--- src/rtl/tmr_pkg.sv ---
package tmr_pkg;
  typedef enum logic [1:0] {
    MODE_PRE13   = 2'b00,
    MODE_FULL16  = 2'b01,
    MODE_RELOAD8 = 2'b10,
    MODE_SPLIT   = 2'b11
  } tmr_mode_e;

  typedef struct packed {
    logic      gate;
    logic      ext_src;
    tmr_mode_e mode;
  } tmr_ctrl_t;
endpackage

--- src/rtl/tmr_edge_det.sv ---
module tmr_edge_det (
  input  logic clk_i,
  input  logic rst_ni,
  input  logic smp_en_i,
  input  logic pin_i,
  output logic fall_o
);
  logic samp_q, fall_q;

  // fall_q is held one machine cycle so the count moves on the following enable
  always_ff @(posedge clk_i or negedge rst_ni) begin
    if (!rst_ni) begin
      samp_q <= 1'b0;
      fall_q <= 1'b0;
    end else if (smp_en_i) begin
      samp_q <= pin_i;
      fall_q <= samp_q & ~pin_i;
    end
  end

  assign fall_o = fall_q;
endmodule

--- src/rtl/tmr_tick_gen.sv ---
module tmr_tick_gen
  import tmr_pkg::*;
(
  input  logic      mc_en_i,
  input  logic      fall_i,
  input  logic      run_i,
  input  logic      ext_gate_i,
  input  tmr_ctrl_t ctrl_i,
  output logic      tick_o
);
  logic enable;
  logic src_evt;

  assign enable  = run_i & (~ctrl_i.gate | ext_gate_i);
  assign src_evt = ctrl_i.ext_src ? fall_i : 1'b1;
  assign tick_o  = enable & mc_en_i & src_evt;
endmodule

--- src/rtl/tmr_count.sv ---
module tmr_count
  import tmr_pkg::*;
#(
  parameter int BYTE_W = 8,
  parameter int PRE_W  = 5
) (
  input  logic              clk_i,
  input  logic              rst_ni,
  input  tmr_mode_e         mode_i,
  input  logic              lo_tick_i,
  input  logic              hi_tick_i,
  input  logic              wr_lo_i,
  input  logic              wr_hi_i,
  input  logic [BYTE_W-1:0] wr_data_i,
  output logic [BYTE_W-1:0] lo_o,
  output logic [BYTE_W-1:0] hi_o,
  output logic              ovf_lo_o,
  output logic              ovf_hi_o
);
  localparam int CNT_W = 2 * BYTE_W;
  localparam logic [PRE_W-1:0]  PRE_ONE  = PRE_W'(1);
  localparam logic [BYTE_W-1:0] BYTE_ONE = BYTE_W'(1);
  localparam logic [CNT_W-1:0]  CNT_ONE  = CNT_W'(1);

  logic [BYTE_W-1:0] lo_q, hi_q, lo_d, hi_d;
  logic [CNT_W-1:0]  full_nxt;
  logic              wr_any;

  assign wr_any   = wr_lo_i | wr_hi_i;
  assign full_nxt = {hi_q, lo_q} + CNT_ONE;

  always_comb begin
    lo_d     = lo_q;
    hi_d     = hi_q;
    ovf_lo_o = 1'b0;
    ovf_hi_o = 1'b0;
    if (wr_any) begin
      if (wr_lo_i) lo_d = wr_data_i;
      if (wr_hi_i) hi_d = wr_data_i;
    end else begin
      unique case (mode_i)
        MODE_PRE13: if (lo_tick_i) begin
          lo_d[PRE_W-1:0] = lo_q[PRE_W-1:0] + PRE_ONE;
          if (&lo_q[PRE_W-1:0]) begin
            hi_d     = hi_q + BYTE_ONE;
            ovf_lo_o = &hi_q;
          end
        end
        MODE_FULL16: if (lo_tick_i) begin
          {hi_d, lo_d} = full_nxt;
          ovf_lo_o     = &{hi_q, lo_q};
        end
        MODE_RELOAD8: if (lo_tick_i) begin
          if (&lo_q) begin
            lo_d     = hi_q;
            ovf_lo_o = 1'b1;
          end else begin
            lo_d = lo_q + BYTE_ONE;
          end
        end
        MODE_SPLIT: begin
          if (lo_tick_i) begin
            lo_d     = lo_q + BYTE_ONE;
            ovf_lo_o = &lo_q;
          end
          if (hi_tick_i) begin
            hi_d     = hi_q + BYTE_ONE;
            ovf_hi_o = &hi_q;
          end
        end
        default: ;
      endcase
    end
  end

  always_ff @(posedge clk_i or negedge rst_ni) begin
    if (!rst_ni) begin
      lo_q <= '0;
      hi_q <= '0;
    end else begin
      lo_q <= lo_d;
      hi_q <= hi_d;
    end
  end

  assign lo_o = lo_q;
  assign hi_o = hi_q;
endmodule

--- src/rtl/tmr_flag.sv ---
module tmr_flag (
  input  logic clk_i,
  input  logic rst_ni,
  input  logic set_i,
  input  logic clr_i,
  output logic flag_o
);
  logic flag_q;

  // set beats clear
  always_ff @(posedge clk_i or negedge rst_ni) begin
    if (!rst_ni)    flag_q <= 1'b0;
    else if (set_i) flag_q <= 1'b1;
    else if (clr_i) flag_q <= 1'b0;
  end

  assign flag_o = flag_q;
endmodule

--- src/rtl/tmr_chan.sv ---
module tmr_chan
  import tmr_pkg::*;
#(
  parameter int BYTE_W   = 8,
  parameter int PRE_W    = 5,
  parameter bit SPLIT_EN = 1'b1
) (
  input  logic                clk_i,
  input  logic                rst_ni,
  input  logic                mc_en_i,
  input  logic                ext_cnt_i,
  input  logic                ext_gate_i,
  input  logic                run_i,
  input  logic [3:0]          ctrl_i,
  input  logic                other_run_i,
  input  logic                wr_lo_i,
  input  logic                wr_hi_i,
  input  logic [BYTE_W-1:0]   wr_data_i,
  input  logic                flag_clr_i,
  output logic [2*BYTE_W-1:0] cnt_o,
  output logic                flag_o,
  output logic                hi_ovf_o
);
  tmr_ctrl_t         ctrl;
  logic              fall;
  logic              tick;
  logic              lo_tick, hi_tick;
  logic              ovf_lo, ovf_hi;
  logic [BYTE_W-1:0] lo, hi;
  logic              hi_ovf_q;

  assign ctrl = tmr_ctrl_t'(ctrl_i);

  tmr_edge_det u_edge (
    .clk_i    (clk_i),
    .rst_ni   (rst_ni),
    .smp_en_i (mc_en_i),
    .pin_i    (ext_cnt_i),
    .fall_o   (fall)
  );

  tmr_tick_gen u_tick (
    .mc_en_i    (mc_en_i),
    .fall_i     (fall),
    .run_i      (run_i),
    .ext_gate_i (ext_gate_i),
    .ctrl_i     (ctrl),
    .tick_o     (tick)
  );

  generate
    if (SPLIT_EN) begin : g_split
      assign lo_tick = tick;
      assign hi_tick = mc_en_i & other_run_i;
    end else begin : g_nosplit
      // mode 3 halts a channel that cannot split
      assign lo_tick = tick & (ctrl.mode != MODE_SPLIT);
      assign hi_tick = 1'b0;
    end
  endgenerate

  tmr_count #(
    .BYTE_W (BYTE_W),
    .PRE_W  (PRE_W)
  ) u_count (
    .clk_i     (clk_i),
    .rst_ni    (rst_ni),
    .mode_i    (ctrl.mode),
    .lo_tick_i (lo_tick),
    .hi_tick_i (hi_tick),
    .wr_lo_i   (wr_lo_i),
    .wr_hi_i   (wr_hi_i),
    .wr_data_i (wr_data_i),
    .lo_o      (lo),
    .hi_o      (hi),
    .ovf_lo_o  (ovf_lo),
    .ovf_hi_o  (ovf_hi)
  );

  tmr_flag u_flag (
    .clk_i  (clk_i),
    .rst_ni (rst_ni),
    .set_i  (ovf_lo),
    .clr_i  (flag_clr_i),
    .flag_o (flag_o)
  );

  always_ff @(posedge clk_i or negedge rst_ni) begin
    if (!rst_ni) hi_ovf_q <= 1'b0;
    else         hi_ovf_q <= ovf_hi;
  end

  assign hi_ovf_o = hi_ovf_q;
  assign cnt_o    = {hi, lo};
endmodule

--- config.mk ---
export PLATFORM = sky130hd
export DESIGN_NAME = tmr_chan
export DESIGN_NICKNAME = d
export VERILOG_FILES = /design/src/rtl/tmr_pkg.sv /design/src/rtl/tmr_edge_det.sv /design/src/rtl/tmr_tick_gen.sv /design/src/rtl/tmr_count.sv /design/src/rtl/tmr_flag.sv /design/src/rtl/tmr_chan.sv
export SDC_FILE = /design/constraint.sdc
export NUM_CORES = 1
export LEC_CHECK = 0
export ABC_CLOCK_PERIOD_IN_PS = 2500
export CAP_MARGIN = 20
export CELL_PAD_IN_SITES_DETAIL_PLACEMENT = 1
export CELL_PAD_IN_SITES_GLOBAL_PLACEMENT = 2
export CORE_MARGIN = 1.5
export CORE_UTILIZATION = 30
export DETAILED_ROUTE_END_ITERATION = 16
export PLACE_DENSITY_LB_ADDON = 0.1
export SYNTH_ARGS = -nofsm -noshare
export SYNTH_HDL_FRONTEND = slang
export SYNTH_SLANG_ARGS = --single-unit
--- constraint.sdc ---
create_clock -name clk_i -period 2.5 [get_ports clk_i]
set_input_delay 0.25 -clock clk_i [delete_from_list [all_inputs] [get_ports clk_i]]
set_output_delay 0.25 -clock clk_i [all_outputs]
set_load 0.03 [all_outputs]
Word level (Yosys, flattened, before mapping)

Index checks and enable logic that the tools add are counted.

Input port bits: 22
Logic and storage cells: 72
Register bits after elaboration: 20
Output and inout bits: 18

Equality and inequality tests: 11
Bitwise logic cells: 9
Reductions and logical operators: 11
Add/sub/neg operators: 4
Mux-type cells: 30

Operators with widths:

| cell                                          | count |
|---|---|
| 2-to-1 mux 8 bit                              | 12 |
| one-hot mux 8 bit (3 select lines)            | 1 |
| one-hot mux 5 bit (4 select lines)            | 1 |
| adder 16 x 1 -> 16 bit, second input constant | 1 |
| adder 8 x 1 -> 8 bit, second input constant   | 2 |
| AND reduction 16 bit                          | 1 |
| AND reduction 8 bit                           | 2 |
| != test 3 x 2 -> 1 bit, second input constant | 5 |
| AND reduction 5 bit                           | 3 |
| 2-to-1 mux 1 bit                              | 13 |
| one-hot mux 3 bit (3 select lines)            | 1 |
| nonzero test 4 bit                            | 2 |
| AND reduction 6 bit                           | 1 |
| adder 5 x 1 -> 5 bit, second input constant   | 1 |
| AND 1 bit                                     | 5 |
| 2-to-1 mux 5 bit                              | 1 |
| == test 2 bit, second input constant          | 2 |
| != test 2 bit, second input constant          | 2 |
| one-hot mux 1 bit (4 select lines)            | 1 |
| != test 3 x 1 -> 1 bit, second input constant | 1 |
| == test 2 x 1 -> 1 bit, second input constant | 1 |
| zero test 2 bit                               | 1 |
| inverter 1 bit                                | 2 |
| OR 1 bit                                      | 2 |
| nonzero test 2 bit                            | 1 |

Longest topological paths before layout

Gate-level depths: netlist of run 1.

Depth in word-level cells: 9
Depth in mapped cells: 8
Gate-level depth less buffers: 8

Cells and area by module

Synthesis of run 1 repeated with hierarchy kept, for this count alone.

Cell total of the unflattened synthesis: 186
Area total of the unflattened synthesis: 1567.8 um^2

Modules (own cells, without submodules):

| module       | seq. area each (um^2) | area each (um^2) | cells each | times used |
|---|---|---|---|---|
| tmr_count    | 400.4                 | 1392.6           | 171        | 1 |
| tmr_edge_det | 50.0                  | 81.3             | 6          | 1 |
| tmr_flag     | 25.0                  | 36.3             | 3          | 1 |
| tmr_chan     | 25.0                  | 31.3             | 2          | 1 |
| tmr_tick_gen | 0.0                   | 26.3             | 4          | 1 |

Worst setup path after synthesis of run 1

Ideal clock, no wire load.

Path type: register to register
Start point: register u_count.lo_q[0], in the netlist u_count.lo_o[0]
End point: register u_count.hi_q[6], in the netlist u_count.hi_o[6]
Arrival: 1.996 ns
Stages on the path, launching flop included: 9
Setup slack: 0.364 ns
Required time: 2.361 ns
Library setup time: 0.139 ns
Clock period less this slack: 2.136 ns
Buffers on the path: 0
Path through: dfrtp_1 -> ha_1 -> nand3_2 -> inv_2 -> ha_1 -> nor2b_1 -> or3_1 -> o21ai_1 -> a221oi_1

Word-level cells in the longest chain between the ends: 4
Elaborated cells between the ends (all ways): 7
Classes of those cells: add/sub: 1; eq/ne: 1; mux: 3; reduce/logical: 2

RTL lines:

| element                            | RTL line        | source |
|---|---|---|
| start, declared                    | tmr_count.sv:25 | `logic [BYTE_W-1:0] lo_q, hi_q, lo_d, hi_d;` |
| start signal, assigned             | tmr_count.sv:81 | `lo_q <= lo_d;` |
| adder 16 x 1 -> 16 bit             | tmr_count.sv:30 | `assign full_nxt = {hi_q, lo_q} + CNT_ONE;` |
| 2-to-1 mux 8 bit                   | tmr_count.sv:49 | `MODE_FULL16: if (lo_tick_i) begin` |
| one-hot mux 8 bit (3 select lines) | tmr_count.sv:41 | `unique case (mode_i)` |
| 2-to-1 mux 8 bit                   | tmr_count.sv:37 | `if (wr_any) begin` |
| end signal, assigned               | tmr_count.sv:82 | `hi_q <= hi_d;` |
| end, declared                      | tmr_count.sv:25 |  |

Several ways; a longest one is shown, not always the timed one. The select of a mux whose other input is x is not followed.
A chain may end at the register's enable or synchronous reset.

Final worst setup path of run 1

Start point: register u_count.lo_q[0], in the netlist u_count.lo_o[0]
End point: register u_count.hi_q[4], in the netlist u_count.hi_o[4]

Same word-level chain as after synthesis.

==> results of run 1 <==
where the power goes:
| part | switching (mW) | leakage, nW | total [mW] | internal [mW] |
|---|---|---|---|---|
| Combinational | 0.281 | 0.577 | 0.487 | 0.206 |
| Clock | 0.114 | 0.0216 | 0.222 | 0.108 |
| Sequential | 0.0883 | 0.239 | 0.454 | 0.365 |
| Total | 0.483 | 0.838 | 1.16 | 0.679 |
worst max-delay path: stages (launching register included):
cell	delay, ns
dfrtp_1	0.47
ha_1	0.26
nand3_2	0.12
inv_2	0.13
ha_1	0.20
nor2b_1	0.08
or3_1	0.38
o21ai_1	0.25
a211oi_1	0.12
worst max-delay path by stage:
| stage | endpoint | slack, ns | cells after the start |
|---|---|---|---|
| 2_1_floorplan | u_count.hi_o[6] | 0.36 | 8 |
| 3_3_place_gp | u_count.lo_o[1] | 0.17 | 7 |
| 3_5_place_dp | u_count.lo_o[1] | 0.10 | 7 |
| 4_1_cts | u_count.hi_o[4] | 0.36 | 8 |
| 5_1_grt | u_count.hi_o[2] | 0.25 | 8 |
| 6_report | u_count.hi_o[4] | 0.36 | 8 |
state kept, by name, summed over array words and instances, names as in the netlist:
name and cells:
u_count.hi_o 8, u_edge.samp_q 1, u_count.lo_o 8, u_edge.fall_o 1, u_flag.flag_o 1, hi_ovf_o 1
stage by stage:
step           total power, mW  utilization  instances  hold WS [ns]  area, um2
3_3_place_gp             0.937        0.401        314         0.492       2250
6_report                  1.16        0.408        317         0.333       2290
2_1_floorplan            0.720            -        208       -0.0456       1780
3_5_place_dp             0.943        0.401        314         0.500       2250
5_1_grt                   1.23        0.408        317         0.354       2290
4_1_cts                   1.17        0.408        317         0.343       2290
placed cells by master (no fill, tap or decap), drive strengths merged, types with 4 or more instances in the layout:
cell / Yosys / layout
buf: 10 / 8
a31oi: 4 / 4
o21ai: 11 / 11
dfrtp: 20 / 20
clkdlybuf4s50: 0 / 39
and2: 4 / 4
nand2: 8 / 8
nor2: 11 / 11
nor3: 4 / 4
nand3: 7 / 7
o22ai: 7 / 7
ha: 7 / 7
a211oi: 10 / 10
inv: 15 / 15
o211ai: 8 / 8
a21oi: 8 / 8
nor4b: 4 / 4
nand4: 8 / 8
a32oi: 5 / 5
final cells by class:
type | instances | area (um2)
clock buffers | 3 | 41.3
multi-input cells | 160 | 1150
repair buffers | 47 | 450
flip-flops and latches | 20 | 500
fillers | 677 | 3320
inverters | 15 | 56.3
well taps | 72 | 90.1
kinds of logic (layout without fill, tap and decap cells):
group                    count (synthesis)  after routing  synth area share
XOR/XNOR                                 1              1           0.00493
AO/OA/AOI/OAI                           83             83             0.346
multiplexers                             1              1           0.00634
flip-flops                              20             20             0.282
buffers and inverters                   28             65            0.0698
AND/OR/NAND/NOR                         68             68             0.242
adder cells (fa/ha/maj)                  7              7            0.0493
layer usage:
metal / up-vias / global-route usage
met1: 1012 / 0.284
met2: 72 / 0.398
met3: 15 / 0.0377
met4: 0 / 0.0690
li1: 901 / -
met5: - / 0
==> results.env, run 1 <==
STATUS='completed'
DPL_WIRE_LENGTH_UM=5390
CP.ARRIVAL_NS=2.27
CTS-ROOT-BUF='clkbuf_8'
YOSYS.AREA.TOP_TYPE='dfrtp_1'
FMAX_MHz=468
YOSYSTOPAREACELLSHARE=0.282
ROUTED-VIA-COUNT=2000
STARTPOINT='u_count.lo_o[0]'
CTS_TREE='done'
CTS-BUFFERS-INSERTED=3
FINAL.MIN_CLOCK_PERIOD_NS=2.14
VIA_COUNT_OF_THE_FIRST_GLOBAL_ROUTING_PASS=2051
FIRST_PASS_GRT_WIRE_LENGTH_UM=11200
RSZ_0062_RAISED_AFTER_GLOBAL_ROUTING='false'
HOLD_BUFFERS=0
ENDPOINT_KIND='flip-flop'
IOPINCOUNT=40
POST_SYNTH_INST_COUNT=208
SYNTH-ASYNC-RESET-RATIO=1.00
SYNTH_COMMON_CELLS='dfrtp_1 (20), inv_1 (14), nor2_1 (11), a211oi_1 (10), buf_2 (9)'
TIMING_WORST_SETUP_PATH_TYPE='reg2reg'
SYNTH_SEQ_AREA_SHARE=0.282
WL_MET1_UM=2950
VDD_IR_MAX_mV=0.202
AVGROUTEDWIREPERCELL_UM=21.8
DRCVIOLATIONCOUNT=0
TOTAL_NUMBER_OF_NETS_IN_THE_FINAL_DESIGN=276
REQUIRED_NS=2.63
FINAL.SETUP_SKEW_NS=0.00966
REGTOREGENDPOINT='u_count.hi_o[4]'
VIAS_PER_CELL=6.31
ROUTE.ANTENNA.REMAINING_NETS=0
P_LEAK_nW=0.838
MET3ROUTEDLENGTH_UM=372
LARGEST_NET_DEGREE_AT_THE_START_OF_GLOBAL_ROUTING=21
INSERTION_DELAY_NS=0.27
CTSRESIZECOUNT=0
GRT_OVERFLOW_TOTAL=0
MAX-CAP-VIOLATIONS=0
SYNTH-MAIN-FF-CELL='dfrtp_1'
SYNTH_CELL_TYPE_COUNT=61
EFFECTIVE_UTILIZATION_AT_FLOORPLAN=0.317
DIE_W_UM=79.9
SYNTHTOPCELLSBYAREA='dfrtp_1 (28%), ha_1 (4.9%), a211oi_1 (4.2%), o211ai_1 (3.4%), inv_1 (3.0%)'
SETUP_VIOL=0
YOSYSWARNINGS=0
NUM_ROWS=27
POST_ROUTE_CELLS_DRIVE_ABOVE_1_SHARE=0.0898
PORT_BUFFERS=39
AREA_DELTA_SYNTH_FINAL_PCT=29.0
SLEW_VIOLATIONS=0
TNS_NS=0
DIE_HEIGHT_UM=79.9
CTS_BUFFER_DEPTH=2
SLEW_HEADROOM=0.585
LAYOUT_SETUP_WS_NS=0.362
ANTENNA-DIODE-COUNT=0
DRT_WL_TOTAL_UM=6910
CLOCK_SINK_COUNT=20
ROUTED-WL-MET2_UM=3430
POST-SYNTH-TOP-COUNT-CELL='dfrtp_1'
POST-CTS-SETUP-BUFFERS=0
REGISTER_TO_REGISTER_SETUP_SLACK_NS=0.36
DIE_FOOTPRINT_MM2=0.00639
STARTPOINT_TYPE='flip-flop'
CTS_HTREE_LEVELS=1
POST_SYNTH_INSTANCE_AREA_MM2=0.00178
FINALWEIGHTEDCONGESTION=0.871
TOPROUTINGLAYERUSED='met4'
PERIOD_SHARE=0.855
CLKTRANSATPATHREGS_NS=0.08
GR-USAGE-ALL-LAYERS=0.228
REGTOREGSTARTPOINT='u_count.lo_o[0]'
FF2FF_PATH_DEPTH=8
WORST-SLEW-PIN-TRANSITION_NS=0.623
HOLD_CLASS='in2async'
COREAREA_MM2=0.00561
YOSYS_REGISTER_BITS=20
ANTENNA_VIOLATIONS_BEFORE_REPAIR=0
SYNTH_ENABLE_FLOP_CELLS=0
FIRST_ITER_VIOLATIONS=81
PRECTSSETUPSLACK_NS=0.104
FINAL_HOLD_VIOL_COUNT=0
POSTSYNTHAREAPERCELL_UM2=8.54
CRIT_FANOUT=7
DETAIL_ROUTE.FIRST_PASS.ITERATIONS=4
PWR_DENSITY_CELL_mW_PER_MM2=508
NETS_IN_THE_SYNTHESIZED_NETLIST=237
Power figures use the tool's default switching activity.
==> run 2: changes to the inputs <==
ABC_CLOCK_PERIOD_IN_PS = 2400   (was 2500)
clock period = 2.4 ns   (was 2.5 ns; I/O delays follow)
==> run 2 against run 1 <==
Critical path depth is 1 lower; wire length grew 1.6%; clock-buffer cell count rose by 1; largest power group unchanged; register-to-register slack hardly changed; utilization rose by 0.51 points; combinational power is 5.1% higher; design area is 1.3% higher; largest cell class unchanged; non-clock buffer count is 2 higher; critical endpoint is now u_count.lo_o[1]; power grew 8.6%; global-route usage is essentially flat.
==> results.env, run 2 (synthesized netlist as in run 1, its figures left out) <==
PRECTSSETUPSLACK_NS=-0.0124  # was 0.104 ns
COREAREA_MM2=0.00561  # unchanged
CP.ARRIVAL_NS=2.29  # was 2.27 ns
VIA_COUNT_OF_THE_FIRST_GLOBAL_ROUTING_PASS=2038  # was 2051
DIE_W_UM=79.9  # unchanged
AREA_DELTA_SYNTH_FINAL_PCT=30.6  # was 29.0%
HOLD_CLASS='in2async'  # unchanged
REGISTER_TO_REGISTER_SETUP_SLACK_NS=0.37  # was 0.36 ns
POST-CTS-SETUP-BUFFERS=0  # unchanged
INSERTION_DELAY_NS=0.27  # about the same
ROUTE.ANTENNA.REMAINING_NETS=0  # unchanged
VDD_IR_MAX_mV=0.219  # was 0.202 mV
EFFECTIVE_UTILIZATION_AT_FLOORPLAN=0.317  # unchanged
FIRST_PASS_GRT_WIRE_LENGTH_UM=11000  # was 11200 um
GR-USAGE-ALL-LAYERS=0.228  # about the same
SLEW_HEADROOM=0.585  # about the same
CTS_HTREE_LEVELS=1  # unchanged
VIAS_PER_CELL=6.26  # was 6.31
SETUP_VIOL=0  # unchanged
NUM_ROWS=27  # unchanged
LARGEST_NET_DEGREE_AT_THE_START_OF_GLOBAL_ROUTING=21  # unchanged
CTS-ROOT-BUF='clkbuf_8'  # unchanged
SWITCHING_SHARE=0.410  # was 0.416
MAX-CAP-VIOLATIONS=0  # unchanged
ROUTED-VIA-COUNT=2004  # was 2000
PERIOD_SHARE=0.892
PORT_BUFFERS=39  # unchanged
ANTENNA_VIOLATIONS_BEFORE_REPAIR=0  # unchanged
FIRST_ITER_VIOLATIONS=148  # was 81
LAYOUT.AREA.SEQ_UM2=500  # unchanged
CTSRESIZECOUNT=0  # unchanged
CLKPWRFRAC=0.220  # was 0.191
CTS_BUFFER_DEPTH=2  # unchanged
STARTPOINT_TYPE='input pin'  # was flip-flop
FINAL.MIN_CLOCK_PERIOD_NS=2.14
FINAL_HOLD_VIOL_COUNT=0  # unchanged
RSZ_0062_RAISED_AFTER_GLOBAL_ROUTING='false'  # unchanged
AVGROUTEDWIREPERCELL_UM=22.0  # was 21.8 um
WORST_SETUP_PATH_ENDPOINT='u_count.lo_o[1]'  # was u_count.hi_o[4]
LAYOUT.FILLER_CELLS=684  # was 677
PROPORTION_OF_POWER_DRAWN_BY_FLIP_FLOPS_AND_LATCHES=0.375  # was 0.390
WORST-SLEW-PIN-TRANSITION_NS=0.622  # was 0.623 ns
PLACED_CELLS=316  # was 314
CLKTRANSATPATHREGS_NS=0.09  # was 0.08 ns
DETAIL_ROUTE.FIRST_PASS.ITERATIONS=4  # unchanged
FF2FF_PATH_DEPTH=6  # was 8
FMAX_MHz=467
CELL_INTERNAL_PWR_mW=0.744  # was 0.679 mW
P_LEAK_nW=0.856  # was 0.838 nW
POWER_SWITCHING_mW=0.518  # was 0.483 mW
SLEW_VIOLATIONS=0  # unchanged
DRCVIOLATIONCOUNT=0  # unchanged
MOSTFREQUENTLAYOUTCELL='clkdlybuf4s50_1'  # unchanged
MULTI_INPUT_COMB_AREA_MM2=0.00115  # unchanged
IOPINCOUNT=40  # unchanged
LAYOUT_SETUP_WS_NS=0.259  # was 0.362 ns
STARTPOINT='ctrl_i[1]'  # was u_count.lo_o[0]
TIMING_WORST_SETUP_PATH_TYPE='in2reg'  # was reg2reg
HIGHEST_COUNT_CELLS_IN_THE_LAYOUT_IGNORING_FILL_AND_TAPS='clkdlybuf4s50_1 (39), dfrtp_1 (20), inv_1 (14), nor2_1 (11)'  # was clkdlybuf4s50_1 (39), dfrtp_1 (20), inv_1 (14), nor2_1 (11), a211oi_1 (10)
POWER.SHARE.COMBINATIONAL=0.406  # was 0.419
FINAL.SETUP_SKEW_NS=0.00711  # was 0.00966 ns
POST_ROUTE_CELLS_DRIVE_ABOVE_1_SHARE=0.101  # was 0.0898
FINAL_CELL_COUNT_NO_FILL=320  # was 317
HOLD_BUFFERS=0  # unchanged
ENDPOINT_KIND='flip-flop'  # unchanged
CTS_TREE='done'  # unchanged
CLOCK_SINK_COUNT=20  # unchanged
DIE_FOOTPRINT_MM2=0.00639  # unchanged
STATUS='completed'  # unchanged
DIE_HEIGHT_UM=79.9  # unchanged
TOTALPOWERFINAL_mW=1.26  # was 1.16 mW
DPL_WIRE_LENGTH_UM=5340  # was 5390 um
FINALWEIGHTEDCONGESTION=0.895  # was 0.871
REQUIRED_NS=2.55  # was 2.63 ns
CTS-BUFFERS-INSERTED=3  # unchanged
REGTOREGENDPOINT='u_count.lo_o[5]'  # was u_count.hi_o[4]
PWR_DENSITY_CELL_mW_PER_MM2=544  # was 508 mW/mm2
ANTENNA-DIODE-COUNT=0  # unchanged
GRT_OVERFLOW_TOTAL=0  # unchanged
TOTAL_NUMBER_OF_NETS_IN_THE_FINAL_DESIGN=278  # was 276
CRIT_FANOUT=10  # was 7
DRT_WL_TOTAL_UM=7020  # was 6910 um
REGTOREGSTARTPOINT='u_count.lo_o[0]'  # unchanged
==> run 2: how the worst min path moves through the flow <==
| stage | endpoint | slack, ns | start |
|---|---|---|---|
| after detailed placement | u_edge.samp_q | 0.52 | u_edge.samp_q |
| final | u_count.hi_o[3] | 0.32 | rst_ni |
| after global routing | u_count.hi_o[7] | 0.35 | rst_ni |
| after global placement | u_edge.samp_q | 0.49 | u_edge.samp_q |
| after floorplan | hi_ovf_o | -0.06 | rst_ni |
| after CTS | u_count.hi_o[7] | 0.34 | rst_ni |
==> run 2: cell type report <==
| type | instances | share of cell area |
|---|---|---|
| inverters | 15 | 0.0243 |
| flip-flops and latches | 20 | 0.216 |
| repair buffers | 49 | 0.201 |
| well taps | 72 | 0.0389 |
| clock buffers | 4 | 0.0237 |
| multi-input cells | 160 | 0.496 |
==> run 2: power groups by stage <==
| stage | sequential (mW) | clock [mW] | combinational, mW |
|---|---|---|---|
| 2_1_floorplan | 0.524 | 0 | 0.226 |
| 3_5_place_dp | 0.478 | 0 | 0.507 |
| 6_report | 0.473 | 0.277 | 0.512 |
| 5_1_grt | 0.481 | 0.299 | 0.549 |
| 4_1_cts | 0.471 | 0.278 | 0.509 |
| 3_3_place_gp | 0.475 | 0 | 0.503 |
==> run 2: metal layers <==
layer / vias to the layer above / track usage / routed length (um)
li1: 902 / - / -
met1: 999 / 0.317 / 3200
met2: 88 / 0.361 / 3240
met3: 15 / 0.0286 / 407
met4: 0 / 0.0759 / 174
met5: - / 0 / 0
==> run 2: worst max-delay path, stage by stage <==
cell and delay (ns):
clkdlybuf4s50_1 0.52, inv_1 0.08, ha_1 0.32, or2_1 0.34
nor2_1 0.32, a211oi_1 0.14, a311o_1 0.33
==> run 2: metrics by stage <==
stage	TNS [ns]	hold WS, ns	utilization	instance area, um2
after floorplan	0	-0.0556	-	1780
after global placement	0	0.491	0.404	2260
after detailed placement	-0.0124	0.520	0.404	2260
after CTS	0	0.335	0.413	2320
after global routing	0	0.352	0.413	2320
final	0	0.318	0.413	2320
==> run 3: changes to the inputs <==
ABC_AREA = 1   (was default)
CORE_UTILIZATION = 26   (was 30)
==> run 3 against run 2 <==
Register-to-register slack improved by 0.05 ns; sequential share of layout area fell by 1.1 points; critical path depth rose by 6; sequential cell count did not move; highest routed layer unchanged; largest power group unchanged; setup slack improved by 0.16 ns; area after synthesis rose by 4.7%.
==> results.env, run 3 <==
STATUS='completed'  # unchanged
AVGROUTEDWIREPERCELL_UM=13.6  # was 22.0 um
DIE_FOOTPRINT_MM2=0.00767  # was 0.00639 mm2
CRIT_PATH_FREQUENT_CELL='inv_1'
DRCVIOLATIONCOUNT=0  # unchanged
NUM_ROWS=30  # was 27
P_LEAK_nW=1.32  # was 0.856 nW
LAYOUT.AREA.SEQ_UM2=500  # unchanged
LAYOUT.FILLER_CELLS=915  # was 684
HOLD_BUFFERS=0  # unchanged
DPL_WIRE_LENGTH_UM=4950  # was 5340 um
PERIOD_SHARE=0.825  # was 0.892
WORST_PATH_LARGEST_CELL_DELAY_NS=0.46  # was 0.52 ns
FINAL_HOLD_VIOL_COUNT=0  # unchanged
POSTSYNTHAREAPERCELL_UM2=6.00  # was 8.54 um2
YOSYS_REGISTER_BITS=20  # unchanged
TIMING.CRITICAL_PATH.MAX_DELAY_FAMILY='simple AND/OR/NAND/NOR gates'  # unchanged
YOSYSWARNINGS=0  # unchanged
TIMING_WORST_SETUP_PATH_TYPE='reg2reg'  # was in2reg
REQUIRED_NS=2.62  # was 2.55 ns
MOSTFREQUENTLAYOUTCELL='nand2_1'  # was clkdlybuf4s50_1
CTS_HTREE_LEVELS=1  # unchanged
CTS-ROOT-BUF='clkbuf_8'  # unchanged
FINAL_CELL_COUNT_NO_FILL=450  # was 320
SLEW_HEADROOM=0.782  # was 0.585
FF2FF_PATH_DEPTH=13  # was 6
FIRST_PASS_GRT_WIRE_LENGTH_UM=10200  # was 11000 um
SLEW_VIOLATIONS=0  # unchanged
CTS-BUFFERS-INSERTED=3  # unchanged
PWR_DENSITY_CELL_mW_PER_MM2=586  # was 544 mW/mm2
CRIT_CHAIN='ha_1 -> nand2_2 -> nor2_4 -> ha_1 -> inv_1 -> nand2_1 -> a21oi_1 -> nor2_1 -> nand2_2 -> inv_1 -> nand3_1 -> nand2_1 -> inv_1'  # was clkdlybuf4s50_1 -> inv_1 -> ha_1 -> or2_1 -> nor2_1 -> a211oi_1 -> a311o_1
SETUP_VIOL=0  # unchanged
YOSYS.AREA.TOP_TYPE='dfrtp_1'  # unchanged
AREA_DELTA_SYNTH_FINAL_PCT=31.1  # was 30.6%
CTS_TREE='done'  # unchanged
VDD_IR_MAX_mV=0.177  # was 0.219 mV
FINALWEIGHTEDCONGESTION=0.770  # was 0.895
LARGEST_NET_DEGREE_AT_THE_START_OF_GLOBAL_ROUTING=21  # unchanged
NETS_IN_THE_SYNTHESIZED_NETLIST=339  # was 237
HIGHEST_COUNT_CELLS_IN_THE_LAYOUT_IGNORING_FILL_AND_TAPS='nand2_1 (126), inv_1 (49), clkdlybuf4s50_1 (39), nor2_1 (36), nand3_1 (27)'  # was clkdlybuf4s50_1 (39), dfrtp_1 (20), inv_1 (14), nor2_1 (11)
ENDPOINT_KIND='flip-flop'  # unchanged
FINAL.SETUP_SKEW_NS=0.00135  # was 0.00711 ns
CP.DEPTH=13  # was 7
ANTENNA_VIOLATIONS_BEFORE_REPAIR=0  # unchanged
SYNTH_COMMON_CELLS='nand2_1 (126), inv_1 (49), nor2_1 (36), nand3_1 (27), dfrtp_1 (20)'  # was dfrtp_1 (20), inv_1 (14), nor2_1 (11), a211oi_1 (10), buf_2 (9)
MAX-CAP-VIOLATIONS=0  # unchanged
SYNTH_SEQ_AREA_SHARE=0.269  # was 0.282
CLKPWRFRAC=0.252  # was 0.220
CTSRESIZECOUNT=0  # unchanged
HOLD_CLASS='in2async'  # unchanged
VIAS_PER_CELL=4.38  # was 6.26
FINAL.MIN_CLOCK_PERIOD_NS=1.98  # was 2.14 ns
STARTPOINT_TYPE='flip-flop'  # was input pin
ROUTE.ANTENNA.REMAINING_NETS=0  # unchanged
REGISTER_TO_REGISTER_SETUP_SLACK_NS=0.42  # was 0.37 ns
SYNTH-MAIN-FF-CELL='dfrtp_1'  # unchanged
CRITPATHBUFINV=3  # was 2
FIRST_ITER_VIOLATIONS=31  # was 148
MULTI_INPUT_COMB_AREA_MM2=0.00113  # was 0.00115 mm2
CRIT_FANOUT=15  # was 10
EFFECTIVE_UTILIZATION_AT_FLOORPLAN=0.271  # was 0.317
REGTOREGENDPOINT='u_count.hi_o[1]'  # was u_count.lo_o[5]
COREAREA_MM2=0.00687  # was 0.00561 mm2
ROUTED-VIA-COUNT=1971  # was 2004
DIE_W_UM=87.6  # was 79.9 um
DETAIL_ROUTE.FIRST_PASS.ITERATIONS=4  # unchanged
CTS_BUFFER_DEPTH=2  # unchanged
FMAX_MHz=505  # was 467 MHz
SWITCHING_SHARE=0.409  # was 0.410
POST-SYNTH-TOP-COUNT-CELL='nand2_1'  # was dfrtp_1
SYNTH-ASYNC-RESET-RATIO=1.00  # unchanged
GRT_OVERFLOW_TOTAL=0  # unchanged
DRT_WL_TOTAL_UM=6110  # was 7020 um
INSERTION_DELAY_NS=0.27  # about the same
DIE_HEIGHT_UM=87.6  # was 79.9 um
ANTENNA-DIODE-COUNT=0  # unchanged
SYNTHTOPCELLSBYAREA='dfrtp_1 (27%), nand2_1 (25%), inv_1 (9.9%), nand3_1 (7.3%), nor2_1 (7.3%)'  # was dfrtp_1 (28%), ha_1 (4.9%), a211oi_1 (4.2%), o211ai_1 (3.4%), inv_1 (3.0%)
POST_SYNTH_INSTANCE_AREA_MM2=0.00186  # was 0.00178 mm2
WORST_SETUP_PATH_ENDPOINT='u_count.hi_o[1]'  # was u_count.lo_o[1]
CLOCK_SINK_COUNT=20  # unchanged
CELL_INTERNAL_PWR_mW=0.844  # was 0.744 mW
WORST_PATH_MAX_DELAY_CELL='dfrtp_1'  # was clkdlybuf4s50_1
POST_SYNTH_INST_COUNT=310  # was 208
SYNTH_CELL_TYPE_COUNT=28  # was 61
PORT_BUFFERS=39  # unchanged
CLKTRANSATPATHREGS_NS=0.09  # about the same
YOSYSTOPAREACELLSHARE=0.269  # was 0.282
WHS_NS=0.316  # was 0.318 ns
WORST-SLEW-PIN-TRANSITION_NS=0.324  # was 0.622 ns
TNS_NS=0  # unchanged
REGTOREGSTARTPOINT='u_count.lo_o[0]'  # unchanged
POWER_SWITCHING_mW=0.584  # was 0.518 mW
PROPORTION_OF_POWER_DRAWN_BY_FLIP_FLOPS_AND_LATCHES=0.329  # was 0.375
CP.ARRIVAL_NS=2.20  # was 2.29 ns
TOTAL_NUMBER_OF_NETS_IN_THE_FINAL_DESIGN=384  # was 278
POST-CTS-SETUP-BUFFERS=0  # unchanged
RSZ_0062_RAISED_AFTER_GLOBAL_ROUTING='false'  # unchanged
SYNTH_ENABLE_FLOP_CELLS=0  # unchanged
GR-USAGE-ALL-LAYERS=0.175  # was 0.228
IOPINCOUNT=40  # unchanged
POST_ROUTE_CELLS_DRIVE_ABOVE_1_SHARE=0.0678  # was 0.101
POWER.SHARE.COMBINATIONAL=0.419  # was 0.406
PLACED_CELLS=446  # was 316
POSTLAYOUTCOREUTIL=0.355  # was 0.413
VIA_COUNT_OF_THE_FIRST_GLOBAL_ROUTING_PASS=2056  # was 2038
STARTPOINT='u_count.lo_o[0]'  # was ctrl_i[1]
-- run 3: changes by cell type in the layout (fill, tap and decap cells not counted), moves of 4 or more --
cell      change
inv_1        +35
nor2_1       +25
and2_1        -4
o211ai_1      -8
nand4_1       -4
nand2_1     +118
buf_4         -4
a211oi_1     -10
nand3_1      +21
nor2_4        +4
a32oi_1       -5
o22ai_1       -7
o21ai_1       -4
-- run 3: power groups by stage --
stage / logic [mW] / clock network (mW) / registers [mW]
CTS: 0.608 / 0.373 / 0.473
global route: 0.673 / 0.380 / 0.484
detailed placement: 0.606 / 0 / 0.479
floorplan: 0.288 / 0 / 0.549
global placement: 0.603 / 0 / 0.478
finish: 0.598 / 0.361 / 0.470
-- run 3: worst min path at each step --
stage	startpoint	endpoint	slack, ns	cells after the start
finish	rst_ni	u_count.hi_o[4]	0.32	2
global route	rst_ni	hi_ovf_o	0.36	2
CTS	rst_ni	hi_ovf_o	0.33	2
detailed placement	u_flag.flag_o	u_flag.flag_o	0.48	2
global placement	u_flag.flag_o	u_flag.flag_o	0.46	2
floorplan	rst_ni	hi_ovf_o	-0.06	0
-- run 3: final cells by class --
class,count,share of cell area
Sequential cell,20,0.205
Clock inverter,1,0.0123
Multi-Input combinational cell,236,0.462
Clock buffer,3,0.0169
Tap cell,96,0.0493
Inverter,49,0.0755
Timing Repair Buffer,45,0.179
-- run 3: logic make-up (layout without fill, tap and decap cells) --
family	after synthesis	in the layout	synth area share
flops	20	20	0.269
simple gates	209	209	0.495
fa+ha+maj	7	7	0.0471
xor+xnor	1	1	0.00471
buf+inv	54	98	0.125
compound gates	19	19	0.0586
-- run 3: layer usage --
metal,vias to the layer above,global-route usage,share of wire
met2,26,0.299,0.47
met4,0,0.0390,0.0085
li1,1039,-,-
met5,-,0,0
met3,5,0.0226,0.023
met1,901,0.237,0.50
-- run 3: metrics by stage --
step | total power [mW] | cell area, um2 | setup slack (ns)
final | 1.43 | 2440 | 0.421
after global routing | 1.54 | 2440 | 0.232
after CTS | 1.45 | 2440 | 0.379
after detailed placement | 1.08 | 2370 | 0.264
after global placement | 1.08 | 2370 | 0.312
after floorplan | 0.837 | 1860 | 0.367
